==> src/rtl/kwdt_pkg.sv <==
package kwdt_pkg;
  typedef enum logic {
    KS_IDLE = 1'b0,
    KS_HALF = 1'b1
  } key_state_e;

  typedef enum logic {
    MODE_FAST = 1'b0,
    MODE_SLOW = 1'b1
  } clk_mode_e;
endpackage

==> src/rtl/kwdt_keyseq.sv <==
module kwdt_keyseq
  import kwdt_pkg::*;
#(
  parameter int ADDR_W = 8,
  parameter int DATA_W = 8,
  parameter logic [ADDR_W-1:0] KEY_ADDR   = 8'hA6,
  parameter logic [DATA_W-1:0] KEY_FIRST  = 8'h1E,
  parameter logic [DATA_W-1:0] KEY_SECOND = 8'hE1
) (
  input  logic              clk,
  input  logic              clr,
  input  logic              sfr_we,
  input  logic [ADDR_W-1:0] sfr_addr,
  input  logic [DATA_W-1:0] sfr_wdata,
  output logic              key_ok
);
  key_state_e state_q;
  logic       hit;

  assign hit    = sfr_we && (sfr_addr == KEY_ADDR);
  assign key_ok = !clr && hit && (state_q == KS_HALF) && (sfr_wdata == KEY_SECOND);

  // Only writes to the key address move the tracker; any non-first value drops it.
  always_ff @(posedge clk) begin
    if (clr) begin
      state_q <= KS_IDLE;
    end else if (hit) begin
      state_q <= (sfr_wdata == KEY_FIRST) ? KS_HALF : KS_IDLE;
    end
  end
endmodule

==> src/rtl/kwdt_counter.sv <==
module kwdt_counter #(
  parameter int CNT_W = 14
) (
  input  logic             clk,
  input  logic             clr,
  input  logic             key_ok,
  input  logic             cyc_en,
  output logic             armed,
  output logic [CNT_W-1:0] cnt,
  output logic             fire
);
  localparam logic [CNT_W-1:0] LAST     = '1;
  localparam logic [CNT_W-1:0] PRE_LAST = LAST - 1'b1;

  logic at_edge;

  assign at_edge = (cnt == PRE_LAST);
  assign fire    = armed && cyc_en && !key_ok && at_edge;

  always_ff @(posedge clk) begin
    if (clr) begin
      armed <= 1'b0;
      cnt   <= '0;
    end else if (key_ok) begin
      armed <= 1'b1;
      cnt   <= '0;
    end else if (armed && cyc_en) begin
      if (at_edge) begin
        armed <= 1'b0;
        cnt   <= '0;
      end else begin
        cnt <= cnt + 1'b1;
      end
    end
  end
endmodule

==> src/rtl/kwdt_stretch.sv <==
module kwdt_stretch
  import kwdt_pkg::*;
#(
  parameter int FAST_LEN = 98,
  parameter int SLOW_LEN = 196
) (
  input  logic clk,
  input  logic rst,
  input  logic fire,
  input  logic slow_mode,
  output logic pulse_o
);
  localparam int MAX_LEN = (SLOW_LEN > FAST_LEN) ? SLOW_LEN : FAST_LEN;
  localparam int LEN_W   = $clog2(MAX_LEN + 1);
  localparam logic [LEN_W-1:0] FAST_LOAD = LEN_W'(FAST_LEN - 1);
  localparam logic [LEN_W-1:0] SLOW_LOAD = LEN_W'(SLOW_LEN - 1);

  clk_mode_e        mode;
  logic [LEN_W-1:0] left_q;

  assign mode = clk_mode_e'(slow_mode);

  always_ff @(posedge clk) begin
    if (rst) begin
      pulse_o <= 1'b0;
      left_q  <= '0;
    end else if (pulse_o) begin
      if (left_q == '0) begin
        pulse_o <= 1'b0;
      end else begin
        left_q <= left_q - 1'b1;
      end
    end else if (fire) begin
      pulse_o <= 1'b1;
      left_q  <= (mode == MODE_SLOW) ? SLOW_LOAD : FAST_LOAD;
    end
  end
endmodule

==> src/rtl/kwdt_top.sv <==
module kwdt_top #(
  parameter int CNT_W    = 14,
  parameter int ADDR_W   = 8,
  parameter int DATA_W   = 8,
  parameter logic [ADDR_W-1:0] KEY_ADDR   = 8'hA6,
  parameter logic [DATA_W-1:0] KEY_FIRST  = 8'h1E,
  parameter logic [DATA_W-1:0] KEY_SECOND = 8'hE1,
  parameter int FAST_LEN = 98,
  parameter int SLOW_LEN = 196
) (
  input  logic              clk,
  input  logic              rst,
  input  logic              cyc_en,
  input  logic              sfr_we,
  input  logic [ADDR_W-1:0] sfr_addr,
  input  logic [DATA_W-1:0] sfr_wdata,
  input  logic              clk_mode,
  output logic              wdt_rst_o
);
  logic             clr;
  logic             key_ok;
  logic             armed;
  logic [CNT_W-1:0] cnt;
  logic             fire;

  // The pulse itself holds the watchdog in reset.
  assign clr = rst || wdt_rst_o;

  kwdt_keyseq #(
    .ADDR_W(ADDR_W), .DATA_W(DATA_W), .KEY_ADDR(KEY_ADDR),
    .KEY_FIRST(KEY_FIRST), .KEY_SECOND(KEY_SECOND)
  ) u_key (
    .clk(clk), .clr(clr), .sfr_we(sfr_we), .sfr_addr(sfr_addr),
    .sfr_wdata(sfr_wdata), .key_ok(key_ok)
  );

  kwdt_counter #(.CNT_W(CNT_W)) u_cnt (
    .clk(clk), .clr(clr), .key_ok(key_ok), .cyc_en(cyc_en),
    .armed(armed), .cnt(cnt), .fire(fire)
  );

  kwdt_stretch #(.FAST_LEN(FAST_LEN), .SLOW_LEN(SLOW_LEN)) u_pulse (
    .clk(clk), .rst(rst), .fire(fire), .slow_mode(clk_mode), .pulse_o(wdt_rst_o)
  );
endmodule

==> config.mk <==
export PLATFORM = sky130hd
export DESIGN_NAME = kwdt_top
export DESIGN_NICKNAME = d
export VERILOG_FILES = /design/src/rtl/kwdt_pkg.sv /design/src/rtl/kwdt_keyseq.sv /design/src/rtl/kwdt_counter.sv /design/src/rtl/kwdt_stretch.sv /design/src/rtl/kwdt_top.sv
export SDC_FILE = /design/constraint.sdc
export NUM_CORES = 1
export LEC_CHECK = 0
export BUFFER_PORTS_ARGS = -buffer_cell sky130_fd_sc_hd__buf_2
export CORE_AREA = 2 2 57 59
export CTS_CLUSTER_SIZE = 40
export DETAILED_ROUTE_END_ITERATION = 8
export DIE_AREA = 0 0 59 61
export PLACE_DENSITY = 0.67
export SLEW_MARGIN = 5
export SYNTH_ARGS = -nofsm -noshare
export SYNTH_HDL_FRONTEND = slang
export SYNTH_SLANG_ARGS = --single-unit
==> constraint.sdc <==
create_clock -name clk -period 4.7 [get_ports clk]
set_input_delay 0.235 -clock clk [delete_from_list [all_inputs] [get_ports clk]]
set_output_delay 0.235 -clock clk [all_outputs]
set_load 0.02 [all_outputs]
* After elaboration in Yosys (flattened, before gate mapping)
Index checks and enable logic that the tools add are counted.
** Storage, ports and cells
- Bits of input ports :: 21
- Register bits after elaboration :: 25
- Word-level logic and storage cells :: 41
** Operators by class
- Mux-type cells :: 12
- $add $sub $neg :: 2
- Reductions and logical operators :: 17
- Eq/ne operators :: 5
** Operators with widths (count)
- 8-bit two-way mux :: 4
- 8-bit == test (second input constant) :: 2
- 14-bit by 1-bit adder with 14-bit output (second input constant) :: 1
- 14-bit == test (second input constant) :: 1
- 14-bit two-way mux :: 1
- 8-bit by 5-bit == test with 1-bit output (second input constant) :: 1
- 8-bit zero test :: 1
- 8-bit by 1-bit subtractor with 8-bit output (second input constant) :: 1
- 1-bit logical AND :: 7
- 1-bit two-way mux :: 7
- 2-bit nonzero test :: 3
- 2-bit AND reduction :: 2
- 1-bit zero test :: 2
- 2-bit inequality test (second input constant) :: 1
- 2-bit OR reduction :: 1
- 1-bit logical OR :: 1

* Longest topological paths before layout
Gate-level depths: netlist of run 1.
- Depth in word-level cells :: 10
- Gate-level depth with buffers :: 8
- Depth with buffers taken out :: 7

* Hierarchy
Synthesis of run 1 repeated with hierarchy kept, for this count alone.
** Unflattened totals
- Cells, all modules :: 159
- Area, all modules :: 1421.4 µm²
** Modules (own cells, without submodules)
- kwdt_counter :: instances 1, area each 763.2 µm², cells each 81
- kwdt_stretch :: instances 1, area each 535.5 µm², cells each 64
- kwdt_keyseq :: instances 1, area each 116.4 µm², cells each 13
- kwdt_top :: instances 1, area each 6.3 µm², cells each 1

* Worst setup path after synthesis of run 1
OpenSTA, ideal clock, no wires.
- Kind :: register -> register
- Start point :: register u_pulse.pulse_o
- End point :: register u_cnt.cnt[11]
- Clock period less this slack :: 1.654 ns
- Path slack :: 3.046 ns
- Data arrival time :: 1.540 ns
- Cell stages (with the launch flop) :: 8
- Path through :: dfxtp_1 -> buf_6 -> nor4b_2 -> nand4_1 -> or2_2 -> nand3_2 -> buf_6 -> nor2_1
** Between the ends
- Word-level cells in the longest chain between the ends :: 6
** Ends and longest elaborated chain
- start, declared :: RTL line kwdt_stretch.sv:11 : output logic pulse_o
- start signal, assigned :: RTL line kwdt_stretch.sv:25 : pulse_o <= 1'b0;
- start signal, assigned :: RTL line kwdt_stretch.sv:29 : pulse_o <= 1'b0;
- start signal, assigned :: RTL line kwdt_stretch.sv:34 : pulse_o <= 1'b1;
- 1-bit logical OR (*) :: RTL line kwdt_top.sv:27 : assign clr = rst || wdt_rst_o;
- 1-bit zero test :: RTL line kwdt_keyseq.sv:21 : assign key_ok = !clr && hit && (state_q == KS_HALF) && (sfr_wdata == KEY_SECOND);
- 1-bit logical AND (3 in a row) :: RTL line kwdt_keyseq.sv:21
- 2-bit OR reduction (no source line) (*)
- end signal, assigned :: RTL line kwdt_counter.sv:32 : cnt <= cnt + 1'b1;
- end, declared :: RTL line kwdt_counter.sv:9 : output logic [CNT_W-1:0] cnt,
Mark *: on every way between the ends. The rest lies on a longest branch, timed or not.
A chain may end at the register's enable or synchronous reset.

* Worst setup path in the final report of run 1
- Start point :: register u_pulse.pulse_o
- End point :: register u_pulse.left_q[6]
** Between the ends
- Word-level cells in the longest chain between the ends :: 10
- Elaborated cells on any way between the ends :: 12
- Classes of those cells :: eq/ne (1); mux (1); reduce/logical (10)
** Ends and longest elaborated chain
- 1-bit logical OR :: RTL line kwdt_top.sv:27
- 1-bit zero test :: RTL line kwdt_keyseq.sv:21
- 1-bit logical AND (3 in a row) :: RTL line kwdt_keyseq.sv:21
- 1-bit zero test :: RTL line kwdt_counter.sv:18 : assign fire = armed && cyc_en && !key_ok && at_edge;
- 1-bit logical AND (2 in a row) :: RTL line kwdt_counter.sv:18
- 2-bit nonzero test (no source line)
- 2-bit AND reduction (no source line)
- end signal, assigned :: RTL line kwdt_stretch.sv:31 : left_q <= left_q - 1'b1;
- end signal, assigned :: RTL line kwdt_stretch.sv:35 : left_q <= (mode == MODE_SLOW) ? SLOW_LOAD : FAST_LOAD;
- end, declared :: RTL line kwdt_stretch.sv:19 : logic [LEN_W-1:0] left_q;
Parallel ways exist; a longest one is shown, timed or not.

==> results of run 1 <==
-- per-stage QoR --
stage / instances / total power [mW]
global placement: 209 / 0.2340
detailed placement: 209 / 0.2346
floorplan: 161 / 0.2244
global route: 213 / 0.3402
CTS: 213 / 0.3293
finish: 213 / 0.3254
-- placed cells by master, fill, tap and decap left out, types with 2 or more instances in the layout --
cell type	synthesis	routed
a21oi_1	8	8
and2_1	2	2
and3_1	3	3
and4_1	2	2
buf_2	1	21
clkbuf_4	0	3
dfxtp_1	25	25
ha_1	4	4
inv_1	5	5
mux2_2	2	2
mux2i_1	2	2
nand2_1	11	11
nand3_1	8	8
nand4_1	6	6
nand4_2	2	2
nor2_1	24	24
nor3_1	4	4
nor4b_2	2	2
o21ai_0	2	2
or2_2	2	2
xnor2_1	6	6
xor2_1	7	7
-- flip-flops by register name, indices dropped and copies added (netlist names) --
name             flops
u_cnt.armed          1
u_pulse.left_q       8
u_key.state_q        1
u_pulse.pulse_o      1
u_cnt.cnt           14
-- final timing paths --
| check | cells past startpoint | end | startpoint | slack (ns) |
|---|---|---|---|---|
| worst max-delay path | 5 | u_pulse.left_q[6]$_SDFFE_PP0P_ | u_pulse.pulse_o$_SDFF_PP0_ | 2.84 |
| worst min-delay path | 2 | u_cnt.cnt[1]$_SDFFE_PP0P_ | cyc_en | 0.19 |
| worst max register to register | 5 | u_pulse.left_q[6]$_SDFFE_PP0P_ | u_pulse.pulse_o$_SDFF_PP0_ | 2.84 |
| worst min register to register | 2 | u_key.state_q$_SDFFE_PP0N_ | u_key.state_q$_SDFFE_PP0N_ | 0.50 |
-- cells by family after synthesis --
kind of cell | count (synthesis)
AND/OR/NAND/NOR | 81
AO/OA/AOI/OAI | 23
adder cells (fa/ha/maj) | 4
flip-flops | 25
XOR/XNOR | 13
buffers and inverters | 11
multiplexers | 4
-- area by class of cell --
class,count,share of cell area
clock inverters,1,0.003203
multi-input cells,125,0.5564
well taps,33,0.02642
clock buffers,3,0.01441
flip-flops and latches,25,0.3203
inverters,5,0.01201
repair buffers,21,0.06725
-- layer usage --
layer / global-route usage / part of all wire / vias to the layer above / routed length (um)
li1: - / - / 622 / -
met4: 0.05844 / 0.0064 / 0 / 18
met5: 0 / 0 / - / 0
met1: 0.2312 / 0.48 / 576 / 1352
met3: 0.02345 / 0.062 / 2 / 175
met2: 0.2841 / 0.45 / 34 / 1265
-- where the power goes --
group / internal, mW / switching [mW]
clock: 0.0318 / 0.0637
sequential: 0.212 / 0.0000000488
combinational: 0.00883 / 0.00911
-- critical path, stage by stage (launching register included) --
cell	delay (ns)
dfxtp_1	0.73
nor4b_2	0.12
nand4_1	0.18
o2111ai_4	0.20
or2_1	0.31
a221oi_2	0.24
==> flow_summary.ini, run 1 <==
[run_status]
outcome = finished, final reports clean

[critical_path]
critPathKind = reg -> reg
end_kind = flop
critPathLaunchType = flop
worstPathRequired_ns = 4.93
cp.arrival_ns = 2.09
cp_max_fo = 20

[clocking]
numCtsBuffers = 3
cts_buffer_depth = 2
htreeDepth = 1
clock-sinks = 25
clk_pin_slew_ns = 0.13
post_cts_buffers = 0
hold_buffers = 0
clockRootBuffer = clkbuf_4
cts.repair.resized = 0
cts_tree = done
clk_latency_ns = 0.32

[route]
via_count = 1234
routed_wl_um = 2812
final_antenna_net_count = 0
first_iter_violations = 47
vias_per_cell = 5.793
drt_first_pass_iters = 4
post-route-drc-count = 0
avgRoutedWirePerCell_um = 13.20

[min_path]
holdCritPathClass = in -> reg

[yosys]
syn_inst = 161
synth-simple-area-share = 0.3374
synth_cell_type_count = 51
yosysWarnings = 0
synth-seq-cells = 25
synth.largest_area_cell = dfxtp_1
synthFlopType = dfxtp_1
syn_area_sq_mm = 0.001428
syn_nets = 186
synthXorXnorAreaFrac = 0.07975
synth_edf_count = 0
synth_compound_area_frac = 0.1271
yosys-top-cells-area = dfxtp_1 35%, nor2_1 6.3%, xor2_1 4.3%
synth.yosys.seq_area_share = 0.3506
synth_fa_ha_area_frac = 0.03506
yosysMostFrequentCell = dfxtp_1
syn_avg_cell_area_sq_um = 8.867
yosysTopAreaCellShare = 0.3506
synth_top_family_by_area = simple AND/OR/NAND/NOR gates
synthArstFlopShare = 0
synth_mux_area_frac = 0.02980
synth_common_cells = 25 x dfxtp_1, 24 x nor2_1, 11 x nand2_1, 8 x a21oi_1, 8 x nand3_1

[grt]
antenna_found_initial = 0
grt_max_degree = 21
grt_pass1_wl_um = 4795
grt-ovfl-total = 0
grt_usage = 0.1718
grt_pass1_vias = 1134

[place]
port_buffers = 21
place_area_sq_mm = 0.001535
place_ws_ns = 2.858
dpl.hpwl_um = 2193
gp_congestion = 0.7787

[timing]
fin_worst_hold_slack_ns = 0.1936
finalMaxSlewViolations = 0
slew_headroom = 0.5939
setup_slack_ns = 2.843
clock.fmax_mhz = 538.5
finalHoldViolations = 0
finalSetupViolCount = 0
rsz0062_at_grt = no
timing.final.crit_share = 0.3951
tightest_slew_ns = 0.6083
tns_ns = 0
finClkSkew_ns = 0.01089
min_period_ns = 1.857

[die]
die_w_um = 59
num_rows = 20
initial_core_util = 0.4835
die_area_sq_mm = 0.003599
num_io_pins = 22
coreArea_sq_mm = 0.002953
die_y_um = 61

[cells_and_area]
fin_nets = 206
diodes = 0
multiInputGateArea_sq_um = 869.6
area_delta_synth_final_pct = 9.465
final-seq-area_sq_um = 500.5
layout-drive-gt1-share = 0.2278
fill_cells = 286
final_cell_area_sq_mm = 0.001563
utilization = 0.5292

[power_and_ir_drop]
power_density_mw_per_mm2 = 208.2
vdd_drop_max_mv = 0.1155
p_leak_nw = 0.6215

[run]
cap_violations = 0
No activity file was read; power rests on OpenSTA's default activity.
==> run 2, diff against run 1 <==
Clock period 4.7 ns to 1.91 ns, I/O delays scaled along.
==> flow_summary.ini, run 2 (same netlist as run 1, synthesis figures left out) <==
[run_status]
outcome = finished, final reports clean

[critical_path]
worstPathRequired_ns = 2.19
r2r-end = u_pulse.left_q[1]$_SDFFE_PP0P_
worstSetupEndpoint = u_pulse.left_q[1]$_SDFFE_PP0P_
path_cells = inv_1, ha_1, nor4b_2, nand2_1, mux2_2, a21oi_1, o31a_1
reg2reg_from = u_pulse.left_q[0]$_SDFFE_PP0P_
slowest_stage = dfxtp_1
cp.arrival_ns = 2.01
critPathKind = reg -> reg
path_depth = 7
rrSetupSlack_ns = 0.18
worst-path-buf-inv = 1
cp-startpoint = u_pulse.left_q[0]$_SDFFE_PP0P_
reg2regPathDepth = 7
end_kind = flop
critPathLaunchType = flop
cp_max_fo = 5
cp_slowest_stage_delay_ns = 0.38
cpLargestDelayFamily = simple AND/OR/NAND/NOR gates

[power_and_ir_drop]
p_seq_frac = 0.645
p_leak_nw = 0.6325
p_sw_mw = 0.1871
swShare = 0.2313
intPower_mw = 0.6218
p_clk_frac = 0.299
power_density_mw_per_mm2 = 512.7
p_comb_frac = 0.056
vdd_drop_max_mv = 0.3603

[timing]
finalHoldViolations = 0
tns_ns = 0
finalSetupViolCount = 0
clock.fmax_mhz = 577.6
slew_headroom = 0.6656
rsz0062_at_grt = no
finClkSkew_ns = 0.003447
min_period_ns = 1.731
finalMaxSlewViolations = 0
tightest_slew_ns = 0.4970
timing.final.crit_share = 0.9065

[clocking]
cts_buffer_depth = 2
cts_tree = done
clk_latency_ns = 0.32
cts.repair.resized = 0
clockRootBuffer = clkbuf_4
clock-sinks = 25
post_cts_buffers = 0
numCtsBuffers = 3
clk_pin_slew_ns = 0.14
htreeDepth = 1
hold_buffers = 0

[cells_and_area]
layout_common_cells = 25 x dfxtp_1, 24 x nor2_1, 21 x buf_2, 11 x nand2_1
top_regs = u_cnt.cnt: 14 flops, u_pulse.left_q: 8 flops
area_delta_synth_final_pct = 10.52
final_cell_area_sq_mm = 0.001578
final-seq-area_sq_um = 500.5
layout-drive-gt1-share = 0.2363
fill_cells = 289
fin_nets = 208
diodes = 0
multiInputGateArea_sq_um = 869.6
largest-register = u_cnt.cnt
largest_reg_flops = 14
final_common_cell = dfxtp_1

[die]
coreArea_sq_mm = 0.002953
die_y_um = 61
initial_core_util = 0.4835
die_area_sq_mm = 0.003599
num_io_pins = 22
die_w_um = 59
num_rows = 20

[route]
via_count = 1250
post-route-drc-count = 0
routed_wl_um = 2865
drt_first_pass_iters = 4
avgRoutedWirePerCell_um = 13.33
final_antenna_net_count = 0
vias_per_cell = 5.814
first_iter_violations = 36

[grt]
grt_max_degree = 20
grt_pass1_vias = 1193
grt-ovfl-total = 0
grt_pass1_wl_um = 4926
grt_usage = 0.1778
grtUsageMet1 = 0.2256
use_met3 = 0.02559
top_usage_layer = met2
antenna_found_initial = 0
global_route.usage.met2 = 0.3016

[place]
port_buffers = 21
place_area_sq_mm = 0.001550
gp_congestion = 0.8238
dpl.hpwl_um = 2164

[min_path]
holdCritPathClass = in -> reg

[run]
cap_violations = 0
-- run 2: worst min path at each step --
stage	startpoint	cells after the start	slack, ns	endpoint
floorplan	cyc_en	1	0.21	u_cnt.cnt[1]$_SDFFE_PP0P_
global placement	cyc_en	2	0.38	u_cnt.cnt[1]$_SDFFE_PP0P_
detailed placement	cyc_en	2	0.39	u_cnt.cnt[1]$_SDFFE_PP0P_
CTS	cyc_en	2	0.04	u_cnt.cnt[1]$_SDFFE_PP0P_
global route	cyc_en	2	0.04	u_cnt.cnt[1]$_SDFFE_PP0P_
finish	cyc_en	2	0.04	u_cnt.cnt[1]$_SDFFE_PP0P_
-- run 2: per-stage QoR --
step                  util  cells  total power, mW  setup slack, ns  hold WS, ns
floorplan                -    161           0.5521           0.2556       0.2142
CTS                 0.5343    215           0.8113           0.1797      0.03931
finish              0.5343    215           0.8089           0.1786      0.04146
global route        0.5343    215           0.8402          0.02834      0.04241
global placement    0.5250    211           0.5759           0.2727       0.3825
detailed placement  0.5250    211           0.5779           0.1992       0.3928
-- run 2: final cells by class --
| type | instances | area share |
|---|---|---|
| clock inverter | 1 | 0.003172 |
| sequential | 25 | 0.3172 |
| tap | 33 | 0.02617 |
| multi-input combinational | 125 | 0.5512 |
| timing repair buffer | 23 | 0.07613 |
| inverter | 5 | 0.01190 |
| clock buffer | 3 | 0.01427 |
-- run 2: metal layers --
layer	up-vias	share of wire
met4	0	0.0094
met5	-	0
met2	32	0.46
met3	4	0.052
li1	627	-
met1	587	0.48
-- run 2: power groups by stage --
stage | combinational, mW | clock, mW | sequential [mW]
floorplan | 0.0192 | 0 | 0.533
global placement | 0.0430 | 0 | 0.533
detailed placement | 0.0450 | 0 | 0.533
CTS | 0.0451 | 0.245 | 0.522
global route | 0.0500 | 0.268 | 0.522
finish | 0.0453 | 0.242 | 0.522
==> run 3, diff against run 2 <==
Settings changed: SYNTH_HIERARCHICAL set to 1.
==> flow_summary.ini, run 3 <==
[die]
die_area_sq_mm = 0.003599
initial_core_util = 0.4814
num_rows = 20
num_io_pins = 22
coreArea_sq_mm = 0.002953
die_y_um = 61
die_w_um = 59

[timing]
finalMaxSlewViolations = 0
tightest_slew_ns = 0.4458
finalSetupViolCount = 4
finalHoldViolations = 0
min_period_ns = 1.978
rsz0062_at_grt = yes
setup_slack_ns = -0.06785
timing.final.crit_share = 1.036
finClkSkew_ns = 0.009137
fin_worst_hold_slack_ns = 0.09436
clock.fmax_mhz = 505.6
slew_headroom = 0.7012

[grt]
grt-ovfl-total = 0
grt_usage = 0.1940
antenna_found_initial = 0
grt_pass1_wl_um = 5354
grt_pass1_vias = 1298
grt_max_degree = 16

[critical_path]
cp_max_fo = 3
reg2regPathDepth = 8
crit_top_cell = or2_4
path_depth = 8
rrSetupSlack_ns = -0.07
end_kind = flop
critPathLaunchType = flop
reg2reg_from = u_pulse/pulse_o$_SDFF_PP0_
cpLargestDelayFamily = simple AND/OR/NAND/NOR gates
worstPathRequired_ns = 2.16
r2r-end = u_pulse/left_q[2]$_SDFFE_PP0P_
cp-startpoint = u_pulse/pulse_o$_SDFF_PP0_
slowest_stage = dfxtp_4
critPathKind = reg -> reg
cp_slowest_stage_delay_ns = 0.37
path_cells = or2_4, nor4b_4, nand4_1, nor2_4, nor3_4, buf_4, or2_4, a311oi_2
worst-path-buf-inv = 1
worstSetupEndpoint = u_pulse/left_q[2]$_SDFFE_PP0P_
cp.arrival_ns = 2.23

[cells_and_area]
fin_nets = 230
top_regs = u_cnt/cnt: 14 flops, u_pulse/left_q: 8 flops
layout-drive-gt1-share = 0.3498
diodes = 0
utilization = 0.6131
layout_common_cells = 25 x buf_4, 21 x buf_2, 21 x nor2_1, 21 x dfxtp_1, 11 x xor2_1
final_common_cell = buf_4
largest_reg_flops = 14
largest-register = u_cnt/cnt
area_delta_synth_final_pct = 27.38
fill_cells = 264

[place]
dpl.hpwl_um = 2338
port_buffers = 21
gp_congestion = 0.9336

[route]
post-route-drc-count = 0
first_iter_violations = 29
via_count = 1362
avgRoutedWirePerCell_um = 13.64
final_antenna_net_count = 0
drt_first_pass_iters = 4
routed_wl_um = 3218
vias_per_cell = 5.771

[power_and_ir_drop]
vdd_drop_max_mv = 0.3017
intPower_mw = 0.6254
power_density_mw_per_mm2 = 456.2
p_sw_mw = 0.2005
swShare = 0.2428
p_seq_frac = 0.630
p_total_mw = 0.8259
p_clk_frac = 0.312
p_comb_frac = 0.059
p_leak_nw = 0.7576

[min_path]
holdCritPathClass = in -> reg
hold_path_depth = 3

[yosys]
synth.largest_area_cell = dfxtp_1
yosysWarnings = 6
synth.yosys.seq_area_share = 0.3521
synthArstFlopShare = 0
yosysTopAreaCellShare = 0.3521
synth_edf_count = 0
yosys-top-cells-area = dfxtp_1 35%, xor2_1 6.8%, nor2_1 6.1%
synth-seq-cells = 25
syn_area_sq_mm = 0.001421
syn_nets = 185
yosysMostFrequentCell = dfxtp_1
syn_inst = 159
synth_cell_type_count = 44
synth_common_cells = 25 x dfxtp_1, 23 x nor2_1, 11 x xor2_1, 10 x nand4_1, 7 x nand2_1
syn_avg_cell_area_sq_um = 8.939
synthFlopType = dfxtp_1

[clocking]
cts_tree = done
clk_latency_ns = 0.34
cts_buffer_depth = 2
hold_buffers = 0
clock-sinks = 25
numCtsBuffers = 3
clk_pin_slew_ns = 0.15
clockRootBuffer = clkbuf_4
htreeDepth = 1

[run_status]
violations = setup timing
outcome = finished, violations left

[run]
cap_violations = 0
## run 3: cell types whose count changed in the layout (fill, tap and decap cells not counted), sizes merged, moves of 4 or more
cell and delta:
buf +23, xor2 +4, nand3 -5, xnor2 -4
or3 +4, nand2 -4
## run 3: power groups by stage
| stage | clock network, mW | logic (mW) | registers, mW |
|---|---|---|---|
| 2_1_floorplan | 0 | 0.0183 | 0.531 |
| 3_3_place_gp | 0 | 0.0434 | 0.531 |
| 3_5_place_dp | 0 | 0.0451 | 0.531 |
| 4_1_cts | 0.272 | 0.0451 | 0.520 |
| 5_1_grt | 0.288 | 0.0524 | 0.521 |
| 6_report | 0.257 | 0.0484 | 0.520 |
## run 3: kinds of logic (layout without fill, tap and decap cells)
kind of cell,Yosys count,in the layout,share of synthesized area
flip-flops,25,25,0.3521
AND/OR/NAND/NOR,79,79,0.3407
multiplexers,1,1,0.007922
buffers and inverters,11,55,0.04489
adder cells (fa/ha/maj),5,5,0.04401
AO/OA/AOI/OAI,25,25,0.1303
XOR/XNOR,13,13,0.08011
## run 3: routing by layer
| layer | vias up | wire (um) | GRT usage |
|---|---|---|---|
| met2 | 43 | 1656 | 0.3556 |
| met3 | 5 | 150 | 0.02559 |
| met4 | 0 | 47 | 0.07792 |
| met5 | - | 0 | 0 |
| met1 | 647 | 1364 | 0.2286 |
| li1 | 667 | - | - |
## run 3: worst min-delay path: cells and delay by family
| kind | cells | cell delay [ns] |
|---|---|---|
| buffers and inverters | 2 | 0.26 |
| and+or+nand+nor | 1 | 0.06 |
## run 3: what timing repair did
| item | in CTS | in global routing |
|---|---|---|
| cloned | 0 | 0 |
| setup endpoints to repair | 5 | 9 |
| buffers inserted | 2 | 0 |
| gates resized for setup | 2 | 7 |
| pin swaps | 12 | 5 |
## run 3: area by class of cell
cell class | count | area [sq um] | share of cell area
multi-input combinational | 123 | 919.6 | 0.5079
sequential | 25 | 508.0 | 0.2806
timing repair buffer | 46 | 292.8 | 0.1617
tap | 33 | 41.29 | 0.02281
clock buffer | 3 | 22.52 | 0.01244
inverter | 5 | 18.77 | 0.01037
clock inverter | 1 | 7.507 | 0.004147
## run 3: metrics by stage
step / TNS [ns] / instance area, sq um / worst slack, ns / instances
6_report: -0.1718 / 1810 / -0.06785 / 236
5_1_grt: -0.9982 / 1810 / -0.1629 / 236
4_1_cts: -0.02107 / 1782 / -0.01496 / 236
3_5_place_dp: -0.08081 / 1728 / -0.03956 / 230
3_3_place_gp: 0 / 1728 / 0.003272 / 230
2_1_floorplan: -0.08866 / 1454 / -0.06264 / 159
## run 3: worst min-delay path by stage
stage	to	from
5_1_grt	u_pulse/pulse_o$_SDFF_PP0_	rst
3_3_place_gp	u_pulse/left_q[3]$_SDFFE_PP0P_	rst
3_5_place_dp	u_pulse/pulse_o$_SDFF_PP0_	rst
4_1_cts	u_pulse/pulse_o$_SDFF_PP0_	rst
2_1_floorplan	u_cnt/armed$_SDFFE_PP0P_	rst
6_report	u_pulse/pulse_o$_SDFF_PP0_	rst
